`src/rtl/tx_pad_fcs_pkg.sv`:
```
package tx_pad_fcs_pkg;
  localparam int BYTE_W    = 8;
  localparam int CRC_W     = 32;
  localparam int FCS_BYTES = CRC_W / BYTE_W;
  localparam logic [CRC_W-1:0] CRC_POLY_REFL = 32'hEDB88320;
  localparam logic [CRC_W-1:0] CRC_PRESET    = '1;

  typedef enum logic [1:0] {
    ST_DATA = 2'd0,
    ST_PAD  = 2'd1,
    ST_FCS  = 2'd2
  } tx_state_e;

  // one byte through the reflected LFSR, lsb first
  function automatic logic [CRC_W-1:0] crc_step_byte(input logic [CRC_W-1:0] crc,
                                                     input logic [BYTE_W-1:0] data);
    logic [CRC_W-1:0] c;
    c = crc ^ {{(CRC_W-BYTE_W){1'b0}}, data};
    for (int b = 0; b < BYTE_W; b++) begin
      c = c[0] ? ((c >> 1) ^ CRC_POLY_REFL) : (c >> 1);
    end
    return c;
  endfunction
endpackage

```
`src/rtl/tpf_crc_unit.sv`:
```
module tpf_crc_unit
  import tx_pad_fcs_pkg::*;
(
  input  logic              clk_i,
  input  logic              rst_ni,
  input  logic              step_i,
  input  logic              restart_i,
  input  logic [BYTE_W-1:0] data_i,
  output logic [CRC_W-1:0]  crc_o
);
  logic [CRC_W-1:0] crc_q;
  logic [CRC_W-1:0] crc_base;
  logic [CRC_W-1:0] crc_d;

  assign crc_base = restart_i ? CRC_PRESET : crc_q;
  assign crc_d    = crc_step_byte(crc_base, data_i);

  always_ff @(posedge clk_i or negedge rst_ni) begin
    if (!rst_ni)     crc_q <= CRC_PRESET;
    else if (step_i) crc_q <= crc_d;
  end

  assign crc_o = crc_q;
endmodule

```
`src/rtl/tpf_len_counter.sv`:
```
module tpf_len_counter #(
  parameter int MIN_LEN = 60,
  parameter int CNT_W   = $clog2(MIN_LEN + 1)
) (
  input  logic             clk_i,
  input  logic             rst_ni,
  input  logic             step_i,
  input  logic             restart_i,
  output logic [CNT_W-1:0] cnt_o,
  output logic             reach_o
);
  localparam logic [CNT_W-1:0] MIN_CNT = CNT_W'(MIN_LEN);
  localparam logic [CNT_W-1:0] ONE     = CNT_W'(1);

  logic [CNT_W-1:0] cnt_q;
  logic [CNT_W-1:0] cnt_next;

  // count of bytes including the one being stepped now, saturating
  always_comb begin
    if (restart_i)            cnt_next = ONE;
    else if (cnt_q >= MIN_CNT) cnt_next = MIN_CNT;
    else                      cnt_next = cnt_q + ONE;
  end

  assign reach_o = (cnt_next >= MIN_CNT);

  always_ff @(posedge clk_i or negedge rst_ni) begin
    if (!rst_ni)     cnt_q <= '0;
    else if (step_i) cnt_q <= cnt_next;
  end

  assign cnt_o = cnt_q;
endmodule

```
`src/rtl/tpf_fcs_mux.sv`:
```
module tpf_fcs_mux
  import tx_pad_fcs_pkg::*;
#(
  parameter int IDX_W = $clog2(FCS_BYTES)
) (
  input  logic [CRC_W-1:0]  crc_i,
  input  logic [IDX_W-1:0]  idx_i,
  output logic [BYTE_W-1:0] byte_o
);
  logic [BYTE_W-1:0] fcs_bytes [FCS_BYTES];

  for (genvar g = 0; g < FCS_BYTES; g++) begin : g_lane
    assign fcs_bytes[g] = ~crc_i[g*BYTE_W +: BYTE_W];
  end

  assign byte_o = fcs_bytes[idx_i];
endmodule

```
`src/rtl/tx_pad_fcs.sv`:
```
module tx_pad_fcs
  import tx_pad_fcs_pkg::*;
#(
  parameter int MIN_LEN = 60
) (
  input  logic              clk_i,
  input  logic              rst_ni,
  input  logic              in_valid_i,
  output logic              in_ready_o,
  input  logic [BYTE_W-1:0] in_data_i,
  input  logic              in_sof_i,
  input  logic              in_eof_i,
  input  logic              in_nofcs_i,
  input  logic              fcs_dis_i,
  input  logic              pad_en_i,
  output logic              out_valid_o,
  input  logic              out_ready_i,
  output logic [BYTE_W-1:0] out_data_o,
  output logic              out_sof_o,
  output logic              out_eof_o
);
  localparam int CNT_W = $clog2(MIN_LEN + 1);
  localparam int IDX_W = $clog2(FCS_BYTES);
  localparam logic [IDX_W-1:0] IDX_LAST = IDX_W'(FCS_BYTES - 1);

  tx_state_e         state_q, state_d;
  logic              pad_q, fcs_q;
  logic [IDX_W-1:0]  idx_q;
  logic              first, pad_eff, fcs_eff, need_pad;
  logic              out_fire, step;
  logic              reach;
  logic [CNT_W-1:0]  cnt_w;
  logic [CRC_W-1:0]  crc_w;
  logic [BYTE_W-1:0] fcs_byte;

  assign first   = (state_q == ST_DATA) && in_sof_i;
  assign pad_eff = first ? pad_en_i : pad_q;
  assign fcs_eff = first ? (pad_en_i | ~(fcs_dis_i | in_nofcs_i)) : fcs_q;
  assign need_pad = pad_eff & ~reach;

  assign out_fire = out_valid_o && out_ready_i;
  assign step     = out_fire && (state_q != ST_FCS);

  tpf_crc_unit u_crc (
    .clk_i     (clk_i),
    .rst_ni    (rst_ni),
    .step_i    (step),
    .restart_i (first),
    .data_i    (out_data_o),
    .crc_o     (crc_w)
  );

  tpf_len_counter #(
    .MIN_LEN (MIN_LEN),
    .CNT_W   (CNT_W)
  ) u_len (
    .clk_i     (clk_i),
    .rst_ni    (rst_ni),
    .step_i    (step),
    .restart_i (first),
    .cnt_o     (cnt_w),
    .reach_o   (reach)
  );

  tpf_fcs_mux #(
    .IDX_W (IDX_W)
  ) u_mux (
    .crc_i  (crc_w),
    .idx_i  (idx_q),
    .byte_o (fcs_byte)
  );

  always_comb begin
    in_ready_o  = 1'b0;
    out_valid_o = 1'b0;
    out_data_o  = '0;
    out_sof_o   = 1'b0;
    out_eof_o   = 1'b0;
    unique case (state_q)
      ST_DATA: begin
        in_ready_o  = out_ready_i;
        out_valid_o = in_valid_i;
        out_data_o  = in_data_i;
        out_sof_o   = in_sof_i;
        out_eof_o   = in_eof_i & ~need_pad & ~fcs_eff;
      end
      ST_PAD: begin
        out_valid_o = 1'b1;
      end
      ST_FCS: begin
        out_valid_o = 1'b1;
        out_data_o  = fcs_byte;
        out_eof_o   = (idx_q == IDX_LAST);
      end
      default: ;
    endcase
  end

  always_comb begin
    state_d = state_q;
    unique case (state_q)
      ST_DATA: if (out_fire && in_eof_i) begin
        if (need_pad)     state_d = ST_PAD;
        else if (fcs_eff) state_d = ST_FCS;
      end
      ST_PAD:  if (out_fire && reach) state_d = ST_FCS;
      ST_FCS:  if (out_fire && (idx_q == IDX_LAST)) state_d = ST_DATA;
      default: state_d = ST_DATA;
    endcase
  end

  always_ff @(posedge clk_i or negedge rst_ni) begin
    if (!rst_ni) begin
      state_q <= ST_DATA;
      pad_q   <= 1'b0;
      fcs_q   <= 1'b0;
      idx_q   <= '0;
    end else begin
      state_q <= state_d;
      if (out_fire && first) begin
        pad_q <= pad_eff;
        fcs_q <= fcs_eff;
      end
      if (out_fire && (state_q == ST_FCS))
        idx_q <= (idx_q == IDX_LAST) ? '0 : idx_q + IDX_W'(1);
    end
  end

  assert_pad_only_when_enabled_R2: assert property (@(posedge clk_i) disable iff (!rst_ni)
    (state_q == ST_PAD) |-> pad_q);

  assert_min_len_before_fcs_R2: assert property (@(posedge clk_i) disable iff (!rst_ni)
    (state_q == ST_FCS && pad_q) |-> (cnt_w >= CNT_W'(MIN_LEN)));

  assert_eof_returns_to_data_R4: assert property (@(posedge clk_i) disable iff (!rst_ni)
    (out_fire && out_eof_o) |=> (state_q == ST_DATA));

  assert_padded_frame_ends_in_fcs_R6: assert property (@(posedge clk_i) disable iff (!rst_ni)
    (out_fire && out_eof_o && pad_eff) |-> (state_q == ST_FCS));

  assert_hold_under_stall_R8: assert property (@(posedge clk_i) disable iff (!rst_ni)
    (state_q != ST_DATA && out_valid_o && !out_ready_i)
      |=> (out_valid_o && $stable(out_data_o) && $stable(out_eof_o)));

  assert_state_frozen_stall_R8: assert property (@(posedge clk_i) disable iff (!rst_ni)
    (out_valid_o && !out_ready_i) |=> ($stable(crc_w) && $stable(cnt_w)));
endmodule

```
`config.mk`:
```
export PLATFORM = sky130hd
export DESIGN_NAME = tx_pad_fcs
export DESIGN_NICKNAME = d
export VERILOG_FILES = /design/src/rtl/tx_pad_fcs_pkg.sv /design/src/rtl/tpf_crc_unit.sv /design/src/rtl/tpf_len_counter.sv /design/src/rtl/tpf_fcs_mux.sv /design/src/rtl/tx_pad_fcs.sv
export SDC_FILE = /design/constraint.sdc
export NUM_CORES = 1
export LEC_CHECK = 0
export ABC_AREA = 1
export BUFFER_PORTS_ARGS = -buffer_cell sky130_fd_sc_hd__buf_2
export CAP_MARGIN = 40
export CORE_ASPECT_RATIO = 1.5
export CORE_MARGIN = 1.5
export CORE_UTILIZATION = 40
export DETAILED_ROUTE_END_ITERATION = 10
export PLACE_DENSITY = 0.57
export SYNTH_ARGS = -nofsm -noshare
export SYNTH_HDL_FRONTEND = slang
export SYNTH_SLANG_ARGS = --single-unit
```
`constraint.sdc`:
```
create_clock -name clk_i -period 2.75 [get_ports clk_i]
set_input_delay 0.55 -clock clk_i [delete_from_list [all_inputs] [get_ports clk_i]]
set_output_delay 0.55 -clock clk_i [all_outputs]
set_load 0.03 [all_outputs]
```
# [Word-level counts from Yosys, hierarchy flattened]
# Cells that the tools add are included.
[totals] regBits=44 out_inout_bits=12 elab_cells=81
[op_classes] n_addsub=2 order_cmp=3 eq_ne=8 n_mux=28 bitwise_logic=23 reduce_logical=11
[ops] op="2-to-1 mux 32 bit" count=9
[ops] op="inverter 13 -> 14 bit" count=8
[ops] op="inverter 8 bit" count=4
[ops] op="XOR 32 x 8 -> 32 bit" count=1
[ops] op="binary-select mux 8 bit (select 2 bit)" count=1
[ops] op="2-to-1 mux 8 bit" count=2
[ops] op="case mux 8 bit (2 select lines)" count=1
[ops] op=">= comparator 6 bit, second input constant" count=2
[ops] op="2-to-1 mux 2 bit" count=6
[ops] op="2-to-1 mux 6 bit" count=2
[ops] op="logical AND 1 bit" count=8
[ops] op="adder 6 x 1 -> 6 bit, second input constant" count=1
[ops] op="inequality test 2 bit, second input constant" count=3
[ops] op="case mux 2 bit (3 select lines)" count=1
[ops] op="equality test 2 bit, second input constant" count=2
[ops] op="2-to-1 mux 1 bit" count=4
[ops] op="inverter 1 bit" count=4
[ops] op="case mux 1 bit (2 select lines)" count=2
[ops] op="AND reduction 4 bit" count=1
[ops] op="AND 1 bit" count=3
[ops] op=">= comparator 3 bit, second input constant" count=1
[ops] op="inequality test 3 bit, second input constant" count=1
[ops] op="inverter 2 -> 3 bit" count=1
[ops] op="adder 2 x 1 -> 2 bit, second input constant" count=1
[ops] op="5 further kinds" count=6

# [Longest topological paths before layout]
# Gate-level depths: netlist of run 1.
[logic_depth] depth_word=22 depth_mapped=18 ltp_nobuf=17

# [Modules after synthesis]
# Synthesis of run 1 repeated with hierarchy kept, for this count alone.
[unflattened] cells_unflattened=553 area_unflattened_um2=3946.3
[modules_own_cells] module="tpf_crc_unit" n_inst=1 cells_each=357 area_each_um2=2621.3 seq_area_each_um2=840.8
[modules_own_cells] module="tx_pad_fcs" n_inst=1 cells_each=83 area_each_um2=629.4 seq_area_each_um2=150.1
[modules_own_cells] module="tpf_len_counter" n_inst=1 cells_each=51 area_each_um2=364.1 seq_area_each_um2=150.1
[modules_own_cells] module="tpf_fcs_mux" n_inst=1 cells_each=62 area_each_um2=331.6 seq_area_each_um2=0.0

# [Least setup slack after synthesis of run 1]
# OpenSTA, ideal clock, no wires.
[synth_timing] path_type="register -> output" startpoint="reg state_q[0]" endpoint="out out_eof_o" arrival_time_ns=2.016 t_required_ns=2.200 setup_slack_ns=0.184 stages_incl_launch_ff=10 cell_sequence="dfrtp_1 -> inv_1 -> ha_1 -> nand2_2 -> o21ai_0 -> nor4_1 -> nor2_1 -> nor2_1 -> nand2_1 -> o22ai_1"
[synth_via] elab_chain_cells=10 word_cells_on_any_way=14
[synth_rtl] item="start: declaration" line="tx_pad_fcs.sv:26" text="tx_state_e state_q, state_d;"
[synth_rtl] item="start signal: assignment" line="tx_pad_fcs.sv:119" text="state_q <= state_d;"
[synth_rtl] item="logical NOT 2 bit" line="tx_pad_fcs.sv:36, tx_pad_fcs.sv:79"
[synth_rtl] item="logical AND 1 bit" line="tx_pad_fcs.sv:36" text="assign first = (state_q == ST_DATA) && in_sof_i;"
[synth_rtl] item="2-to-1 mux 6 bit" line="tpf_len_counter.sv:20" text="if (restart_i) cnt_next = ONE;"
[synth_rtl] item=">= comparator 6 bit" line="tpf_len_counter.sv:25" text="assign reach_o = (cnt_next >= MIN_CNT);"
[synth_rtl] item="inverter 1 bit" line="tx_pad_fcs.sv:39" text="assign need_pad = pad_eff & ~reach;"
[synth_rtl] item="AND 1 bit" line="tx_pad_fcs.sv:39"
[synth_rtl] item="inverter 1 bit" line="tx_pad_fcs.sv:85" text="out_eof_o = in_eof_i & ~need_pad & ~fcs_eff;"
[synth_rtl] item="AND 1 bit (2 in a row)" line="tx_pad_fcs.sv:85"
[synth_rtl] item="case mux 1 bit (2 select lines) (*)" line="tx_pad_fcs.sv:79" text="unique case (state_q)"
[synth_rtl] item="end: declaration" line="tx_pad_fcs.sv:20" text="output logic out_eof_o"
# Every way passes the cells marked *; elsewhere a longest branch is shown, timed or not.

# [Worst setup path after layout of run 1]
[layout_timing] startpoint="reg u_len.cnt_q[0] (netlist: u_len.cnt_o[0])" endpoint="out out_eof_o"
[layout_via] elab_chain_cells=10 word_cells_on_any_way=11
[layout_rtl] item="start: declaration" line="tpf_len_counter.sv:15" text="logic [CNT_W-1:0] cnt_q;"
[layout_rtl] item="start signal: assignment" line="tpf_len_counter.sv:29" text="else if (step_i) cnt_q <= cnt_next;"
[layout_rtl] item="adder 6 x 1 -> 6 bit or >= comparator 6 bit (tied branches)" line="tpf_len_counter.sv:22, tpf_len_counter.sv:21"
[layout_rtl] item="2-to-1 mux 6 bit (*)" line="tpf_len_counter.sv:21" text="else if (cnt_q >= MIN_CNT) cnt_next = MIN_CNT;"
[layout_rtl] item="2-to-1 mux 6 bit (*)" line="tpf_len_counter.sv:20"
[layout_rtl] item=">= comparator 6 bit (*)" line="tpf_len_counter.sv:25"
[layout_rtl] item="inverter 1 bit (*)" line="tx_pad_fcs.sv:39"
[layout_rtl] item="AND 1 bit (*)" line="tx_pad_fcs.sv:39"
[layout_rtl] item="inverter 1 bit (*)" line="tx_pad_fcs.sv:85"
[layout_rtl] item="AND 1 bit (*) (2 in a row)" line="tx_pad_fcs.sv:85"
[layout_rtl] item="case mux 1 bit (2 select lines) (*)" line="tx_pad_fcs.sv:79"
# Marked as above.

==> results of run 1 <==
[cells in the final DEF (no fill, tap or decap), drive strengths merged, types with 4 or more instances in the layout]
master	n
a21oi	8
buf	45
clkbuf	7
dfrtp	12
dfstp	32
ha	6
inv	70
nand2	228
nand3	59
nor2	39
o21ai	34
o22ai	4
xor2	35
[logic make-up after synthesis]
logic type / Yosys count / synth area share
compound gates: 50 / 0.0707
fa+ha+maj: 6 / 0.0193
flops: 44 / 0.293
buf+inv: 86 / 0.0955
xor+xnor: 38 / 0.0952
simple gates: 332 / 0.426
[routing by layer]
layer / track usage / up-vias
li1: - / 1786
met1: 0.242 / 1662
met2: 0.416 / 70
met3: 0.0245 / 24
met4: 0.0953 / 0
met5: 0 / -
[worst min-delay path by stage]
stage	endpoint	slack (ns)
2_1_floorplan	fcs_q	0.25
3_3_place_gp	u_crc.crc_o[4]	0.46
3_5_place_dp	u_crc.crc_o[4]	0.46
4_1_cts	u_len.cnt_o[0]	0.27
5_1_grt	idx_q[1]	0.32
6_report	idx_q[1]	0.26
[stage by stage]
stage | util | instance area, sq um | setup TNS [ns]
2_1_floorplan | - | 3890 | 0
3_3_place_gp | 0.447 | 4180 | 0
3_5_place_dp | 0.447 | 4180 | 0
4_1_cts | 0.463 | 4340 | 0
5_1_grt | 0.467 | 4370 | -0.0603
6_report | 0.467 | 4370 | 0
[worst reg2reg max path: stages, from the launching register on]
cell     delay [ns]
dfrtp_1        0.39
inv_1          0.08
ha_1           0.22
nand2_2        0.10
buf_12         0.12
buf_4          0.19
nand2_1        0.13
inv_1          0.09
nand3_1        0.10
nand2_2        0.22
nand2_1        0.13
nand2_4        0.11
nand2_1        0.06
nand2_1        0.15
nand2_1        0.10
nand2_1        0.07
nand2_1        0.04
nand3_1        0.07
nand2_1        0.05
[repair_timing]
| item | 4_1_cts | 5_1_grt |
|---|---|---|
| hold endpoints to repair | 0 | 0 |
| cloned | 0 | 0 |
| resized for setup | 5 | 6 |
| setup endpoints to repair | 1 | 1 |
| buffers inserted | 0 | 2 |
| pin swaps | 1 | 3 |
[state kept, by name, summed over array words and instances (netlist names)]
signal,flops
u_len.cnt_o,6
idx_q,2
u_crc.crc_o,32
fcs_q,1
pad_q,1
state_q,2
[area by class of cell]
cell class	count	area, sq um	share of cell area
multi-input combinational	426	2400	0.548
sequential	44	1140	0.261
timing repair buffer	45	287	0.0655
inverter	70	273	0.0624
tap	112	140	0.0320
clock buffer	7	133	0.0303
clock inverter	1	5.00	0.00114
==> results_dict.tcl, run 1 <==
set metrics [dict create \
    rows 43 \
    dp.cells 695 \
    cts_sinks 44 \
    cts-root-buf "clkbuf_16" \
    endpoint "out_eof_o" \
    met3WireLength_microns 290 \
    synth_area_leaders "dfstp_2 (22%), nand2_1 (17%), dfrtp_1 (7.7%), xor2_1 (6.8%), nand3_1 (6.2%)" \
    fill_cells 995 \
    syn_inst 556 \
    core_sq_um 9360 \
    crit_path_start_kind "flip-flop" \
    ys_warn_count 0 \
    fmax_mhz 373 \
    drt_iter0_drc 157 \
    wl_per_cell_microns 15.2 \
    ys_ff_latch 44 \
    routed_via_density 5.02 \
    cts_made_buffers 5 \
    cts.hold.buffers_added 0 \
    cp.depth 10 \
    path_common_cell "nor2_1" \
    hold_path_class "input port to asynchronous set/reset pin" \
    maxSlewViolCount 0 \
    cts_buffer_depth 2 \
    worstPathRequired_ns 2.20 \
    r2r-start "state_q[0]" \
    cpLargestDelayFamily "simple AND/OR/NAND/NOR gates" \
    timing.slew.headroom 0.615 \
    portBuffers 28 \
    clk-insertion-delay-late_ns 0.29 \
    end_kind "output port" \
    vias 3542 \
    antennaDiodeCount 0 \
    setup_violations 0 \
    ys_seq_area_frac 0.293 \
    initial_core_util 0.416 \
    criticalPathCategory "flip-flop to output port" \
    drcViolationCount 0 \
    met1_length_microns 4370 \
    crit_arrival_ns 2.13 \
    routed.top_layer "met4" \
    syn_avg_cell_area_sq_um 7.00 \
    path_buf_inv 1 \
    grt_overflow_total 0 \
    skew_ns 0.00631 \
    finalCritPeriodShare 0.976 \
    worst_pin_slew_ns 0.577 \
    grt_max_degree 31 \
    hold_viol 0 \
    final_nets 615 \
    cts_tree "built" \
    die_area_sq_um 10300 \
    cts-htree-levels 2 \
    synth_top_flop_cell "dfstp_2" \
    synthTopCellsByCount "nand2_1 (174), inv_1 (63), nand3_1 (48), nand2_2 (35), nor2_1 (35)" \
    drive_gt1_frac 0.287 \
    grt_use_total 0.217 \
    crit_path_top_delay_cell "dfrtp_1" \
    syn2layout_area_growth_pct 12.4 \
    rsz0062_at_grt "true" \
    syn_nets 579 \
    syn_area_sq_um 3890 \
    clk_pin_slew_ns 0.07 \
    fin_cells 705 \
    pin_count 29 \
    grt_pass1_wl_microns 17300 \
    reg2reg_to "u_crc.crc_o[23]" \
    drt_wl_total_microns 10700 \
    reg2regPathDepth 18 \
    critPathMaxStageDelay_ns 0.38 \
    timing.hold.ws_ns 0.258 \
    met2_length_microns 5670 \
    status "finished, final reports clean" \
    synth-edff-count 0 \
    antenna_left 0 \
    dp_worst_setup_slack_ns 0.181 \
    grt_pass1_vias 3492 \
    fin_crit_ns 2.68 \
    worst_slack_ns 0.0655 \
    die_h_microns 124 \
    cp_max_fo 4 \
    die_w_microns 83.5 \
    cap_violations 0 \
    synthMostInstantiatedCell "nand2_1" \
    ys_async_sr_fraction 1.00 \
    reg2reg_slack_ns 0.25 \
    synth_top_area_cell "dfstp_2" \
    hpwl_microns 8280 \
    cp_cell_sequence "ha_2, nand2_1, nor2_1, o22ai_1, nor4_2, nor2_1, nor2_1, nand2_1, o22ai_2, buf_6" \
    drt-pass1-iter-count 4 \
    startpoint "u_len.cnt_o[0]" \
    ys_types 37 \
    netlist.area_leader.share 0.216 \
    gp_congestion 0.861 \
    antenna_found_initial 0 \
]
Power of run 1 is left out: the tool's default activity adds up to more than one toggle a clock period on the data nets, which glitch-free logic cannot reach.
==> inputs of run 2 (changes only) <==
CELL_PAD_IN_SITES_DETAIL_PLACEMENT = 0   (was unset)
CELL_PAD_IN_SITES_GLOBAL_PLACEMENT = 2   (was unset)
CORE_UTILIZATION = 35   (was 40)
PLACE_DENSITY = 0.81   (was 0.57)
==> run 2 against run 1 <==
Effect of this change:
- fmax up 1.5%
- critical endpoint unchanged
- sequential share of layout area is 0.67 points lower
- count of clock-buffer cells in the layout unchanged
- worst setup slack improved by 0.039 ns
- wire length increased by 6.9%
- cell count is 4.8% higher
- non-clock buffer count decreased by 1
- die area increased by 14%
==> results_dict.tcl, run 2 (synthesis results as in run 1) <==
set metrics [dict create \
    die_h_microns 132 \
    clk-insertion-delay-late_ns 0.30 \
    crit_arrival_ns 2.10 \
    drive_gt1_frac 0.297 \
    crit_path_start_kind "flip-flop" \
    antenna_found_initial 0 \
    die_area_sq_um 11800 \
    clk_pin_slew_ns 0.07 \
    final_common_cell "nand2_1" \
    final_nets 614 \
    worst_slack_ns 0.104 \
    die_w_microns 89.1 \
    cts_tree "built" \
    setup_violations 0 \
    end_kind "output port" \
    drt_iter0_drc 165 \
    antennaDiodeCount 0 \
    grt_max_degree 28 \
    rows 47 \
    finalCritPeriodShare 0.962 \
    cts_buffer_depth 2 \
    r2r-start "state_q[1]" \
    largest_reg_flops 32 \
    reg2reg_to "u_crc.crc_o[5]" \
    setup_tns_ns 0 \
    initial_core_util 0.356 \
    pin_count 29 \
    cts-root-buf "clkbuf_16" \
    final_cell_mix "nand2_1 (174), inv_1 (63), nand3_1 (48), nand2_2 (34), nor2_1 (34)" \
    skew_ns 0.00874 \
    vias 3452 \
    postLayoutCellArea_sq_um 4490 \
    routed_via_density 4.67 \
    hold_viol 0 \
    timing.slew.headroom 0.661 \
    syn2layout_area_growth_pct 15.5 \
    criticalPathCategory "flip-flop to output port" \
    antenna_left 0 \
    utilization 0.411 \
    fmax_mhz 378 \
    grt_overflow_total 0 \
    portBuffers 28 \
    drcViolationCount 0 \
    worstPathRequired_ns 2.20 \
    placed_area_sq_um 4210 \
    wl_per_cell_microns 15.5 \
    cts-htree-levels 2 \
    core_sq_um 10900 \
    drt_wl_total_microns 11400 \
    reg2regPathDepth 13 \
    dp_worst_setup_slack_ns 0.0945 \
    grt_pass1_wl_microns 18200 \
    gp_congestion 0.851 \
    cp_max_fo 4 \
    hold_path_class "input port to asynchronous set/reset pin" \
    hpwl_microns 8500 \
    worst_pin_slew_ns 0.508 \
    maxSlewViolCount 0 \
    drt-pass1-iter-count 4 \
    reg2reg_slack_ns 0.37 \
    cts_made_buffers 5 \
    grt_use_total 0.209 \
    status "finished, final reports clean" \
    cts_sinks 44 \
    grt_pass1_vias 3503 \
    cap_violations 0 \
    fin_crit_ns 2.65 \
]
## run 2: changes by cell type in the layout (fill, tap and decap cells not counted), moves of 2 or more
cell,before,now
buf_4,16,14
clkbuf_1,2,0
o21ai_2,1,3
clkbuf_8,0,2
## run 2: how the worst max path moves through the flow
stage / slack, ns / end / start / depth (start not counted)
floorplan: 0.18 / out_eof_o / state_q[0] / 9
global placement: 0.16 / out_eof_o / in_sof_i / 9
global route: -0.008 / out_eof_o / u_len.cnt_o[0] / 10
CTS: 0.004 / out_eof_o / state_q[1] / 10
finish: 0.10 / out_eof_o / u_len.cnt_o[0] / 9
detailed placement: 0.09 / out_eof_o / state_q[0] / 10
## run 2: cell type report
type | instances | area, sq um
clock buffer | 7 | 153
clock inverter | 1 | 30.0
fill | 1196 | 6440
timing repair buffer | 44 | 292
tap | 147 | 184
multi-input combinational | 426 | 2420
sequential | 44 | 1140
inverter | 70 | 275
## run 2: critical path, cell delays in order, from the launching register on
cell,delay [ns]
dfrtp_1,0.40
ha_2,0.22
xor2_2,0.17
o21ai_2,0.08
nor4_2,0.29
nor2_1,0.10
nor2_1,0.16
nand2_1,0.10
o22ai_2,0.12
buf_6,0.15
## run 2: routing by layer
metal	GRT usage	vias up	wire length, microns
met3	0.0250	11	188
met1	0.249	1618	4750
met2	0.378	38	6260
met5	0	-	0
li1	-	1785	-
met4	0.0641	0	238
## run 2: through the flow
stage	cells	hold WS [ns]
CTS	737	0.233
detailed placement	725	0.460
global route	739	0.248
floorplan	556	0.254
global placement	725	0.458
finish	739	0.224
## run 2: timing repair
item                       in CTS  in global routing
resized for setup               5                 11
hold buffers                    0                  0
hold endpoints to repair        0                  0
buffers inserted                4                  2
pin swaps                       2                  4
setup endpoints to repair       1                  1
Power of run 2 is left out for the same reason.
==> inputs of run 3 (changes only) <==
RECOVER_POWER = 25   (was unset)
==> run 3 against run 2 <==
Effect of this change:
- critical path depth unchanged
- register-to-register slack about the same
- critical path type unchanged
- via count unchanged
- die area unchanged
- cell count unchanged
- fmax unchanged
- count of clock-buffer cells in the layout unchanged
- core utilization about the same
- global-route usage unchanged
- first-iteration DRC count unchanged
- cell area about the same
==> results_dict.tcl, run 3 (synthesis results as in run 1) <==
set metrics [dict create \
    die_area_sq_um 11800 \
    rows 47 \
    final_nets 614 \
    cp_max_fo 4 \
    reg2regPathDepth 13 \
    fin_crit_ns 2.65 \
    grt_use_total 0.209 \
    antennaDiodeCount 0 \
    drt_wl_total_microns 11400 \
    routed_via_density 4.67 \
    reg2reg_to "u_crc.crc_o[5]" \
    grt_pass1_wl_microns 18200 \
    largest_reg_flops 32 \
    grt_pass1_vias 3503 \
    setup_violations 0 \
    antenna_found_initial 0 \
    syn2layout_area_growth_pct 15.5 \
    utilization 0.411 \
    clk_pin_slew_ns 0.07 \
    crit_arrival_ns 2.10 \
    cts_tree "built" \
    cp_cell_sequence "ha_2, xor2_2, o21ai_2, nor4_2, nor2_1, nor2_1, nand2_1, o22ai_2, buf_6" \
    startpoint "u_len.cnt_o[0]" \
    end_kind "output port" \
    final_common_cell "nand2_1" \
    drcViolationCount 0 \
    hpwl_microns 8500 \
    cts-htree-levels 2 \
    fmax_mhz 378 \
    hold_path_class "flip-flop to flip-flop" \
    finalCritPeriodShare 0.962 \
    crit_path_top_delay_cell "dfrtp_1" \
    cts-root-buf "clkbuf_16" \
    cpLargestDelayFamily "simple AND/OR/NAND/NOR gates" \
    fin_cells 739 \
    wl_per_cell_microns 15.5 \
    grt_overflow_total 0 \
    reg2reg_slack_ns 0.37 \
    endpoint "out_eof_o" \
    core_sq_um 10900 \
    path_common_cell "nor2_1" \
    status "finished, final reports clean" \
    vias 3452 \
    dp.cells 725 \
    crit_path_start_kind "flip-flop" \
    cts_made_buffers 5 \
    drt-pass1-iter-count 4 \
    gp_congestion 0.851 \
    cap_violations 0 \
    criticalPathCategory "flip-flop to output port" \
    skew_ns 0.00874 \
    drt_iter0_drc 165 \
    r2r-start "state_q[1]" \
    portBuffers 28 \
    hold_viol 0 \
    worstPathRequired_ns 2.20 \
    critPathMaxStageDelay_ns 0.40 \
    drive_gt1_frac 0.296 \
    grt_max_degree 28 \
    timing.hold.ws_ns 0.467 \
    die_h_microns 132 \
    timing.slew.headroom 0.189 \
    worst_pin_slew_ns 1.22 \
    cts_buffer_depth 2 \
    pin_count 29 \
    final_cell_mix "nand2_1 (174), inv_1 (63), nand3_1 (48), nand2_2 (34), nor2_1 (34)" \
    antenna_left 0 \
    cts_sinks 44 \
    clk-insertion-delay-late_ns 0.30 \
    initial_core_util 0.356 \
    maxSlewViolCount 0 \
    cp.depth 9 \
    path_buf_inv 1 \
    die_w_microns 89.1 \
    cts.hold.buffers_added 0 \
]
==> run 3: final cells by class <==
type / count / area, sq um
fillers: 1196 / 6440
multi-input cells: 426 / 2420
flip-flops and latches: 44 / 1140
repair buffers: 44 / 290
inverters: 70 / 275
well taps: 147 / 184
clock buffers: 7 / 153
clock inverters: 1 / 30.0
==> run 3: worst min-delay path: cells and delay by family, from the launching register on <==
family	cells	cell delay (ns)
simple gates	2	0.09
flops	1	0.37
==> run 3: worst min-delay path by stage <==
| stage | cells past startpoint | start | slack, ns | end |
|---|---|---|---|---|
| 2_1_floorplan | 0 | rst_ni | 0.25 | fcs_q |
| 3_3_place_gp | 2 | u_crc.crc_o[14] | 0.46 | u_crc.crc_o[14] |
| 3_5_place_dp | 2 | u_crc.crc_o[14] | 0.46 | u_crc.crc_o[14] |
| 4_1_cts | 1 | rst_ni | 0.23 | idx_q[0] |
| 5_1_grt | 2 | u_crc.crc_o[4] | 0.49 | u_crc.crc_o[4] |
| 6_report | 2 | u_crc.crc_o[23] | 0.47 | u_crc.crc_o[23] |
==> run 3: per-layer routing <==
metal	up-vias	wire length, microns	track usage
met4	0	238	0.0641
met5	-	0	0
met2	38	6260	0.378
met1	1618	4750	0.249
met3	11	188	0.0250
li1	1785	-	-
==> run 3: stage by stage <==
step	setup TNS [ns]	instance area, sq um	setup slack (ns)
after floorplan	0	3890	0.184
after global routing	-0.00830	4490	-0.00830
final	0	4490	0.104
after detailed placement	0	4210	0.0945
after CTS	0	4440	0.00368
after global placement	0	4210	0.165
==> run 3: timing repair <==
action / 4_1_cts / 5_1_grt
endpoints found under the setup margin: 1 / 1
setup buffers: 4 / 2
pin swaps: 2 / 4
gates resized for setup: 5 / 11
Power of run 3 is left out for the same reason.
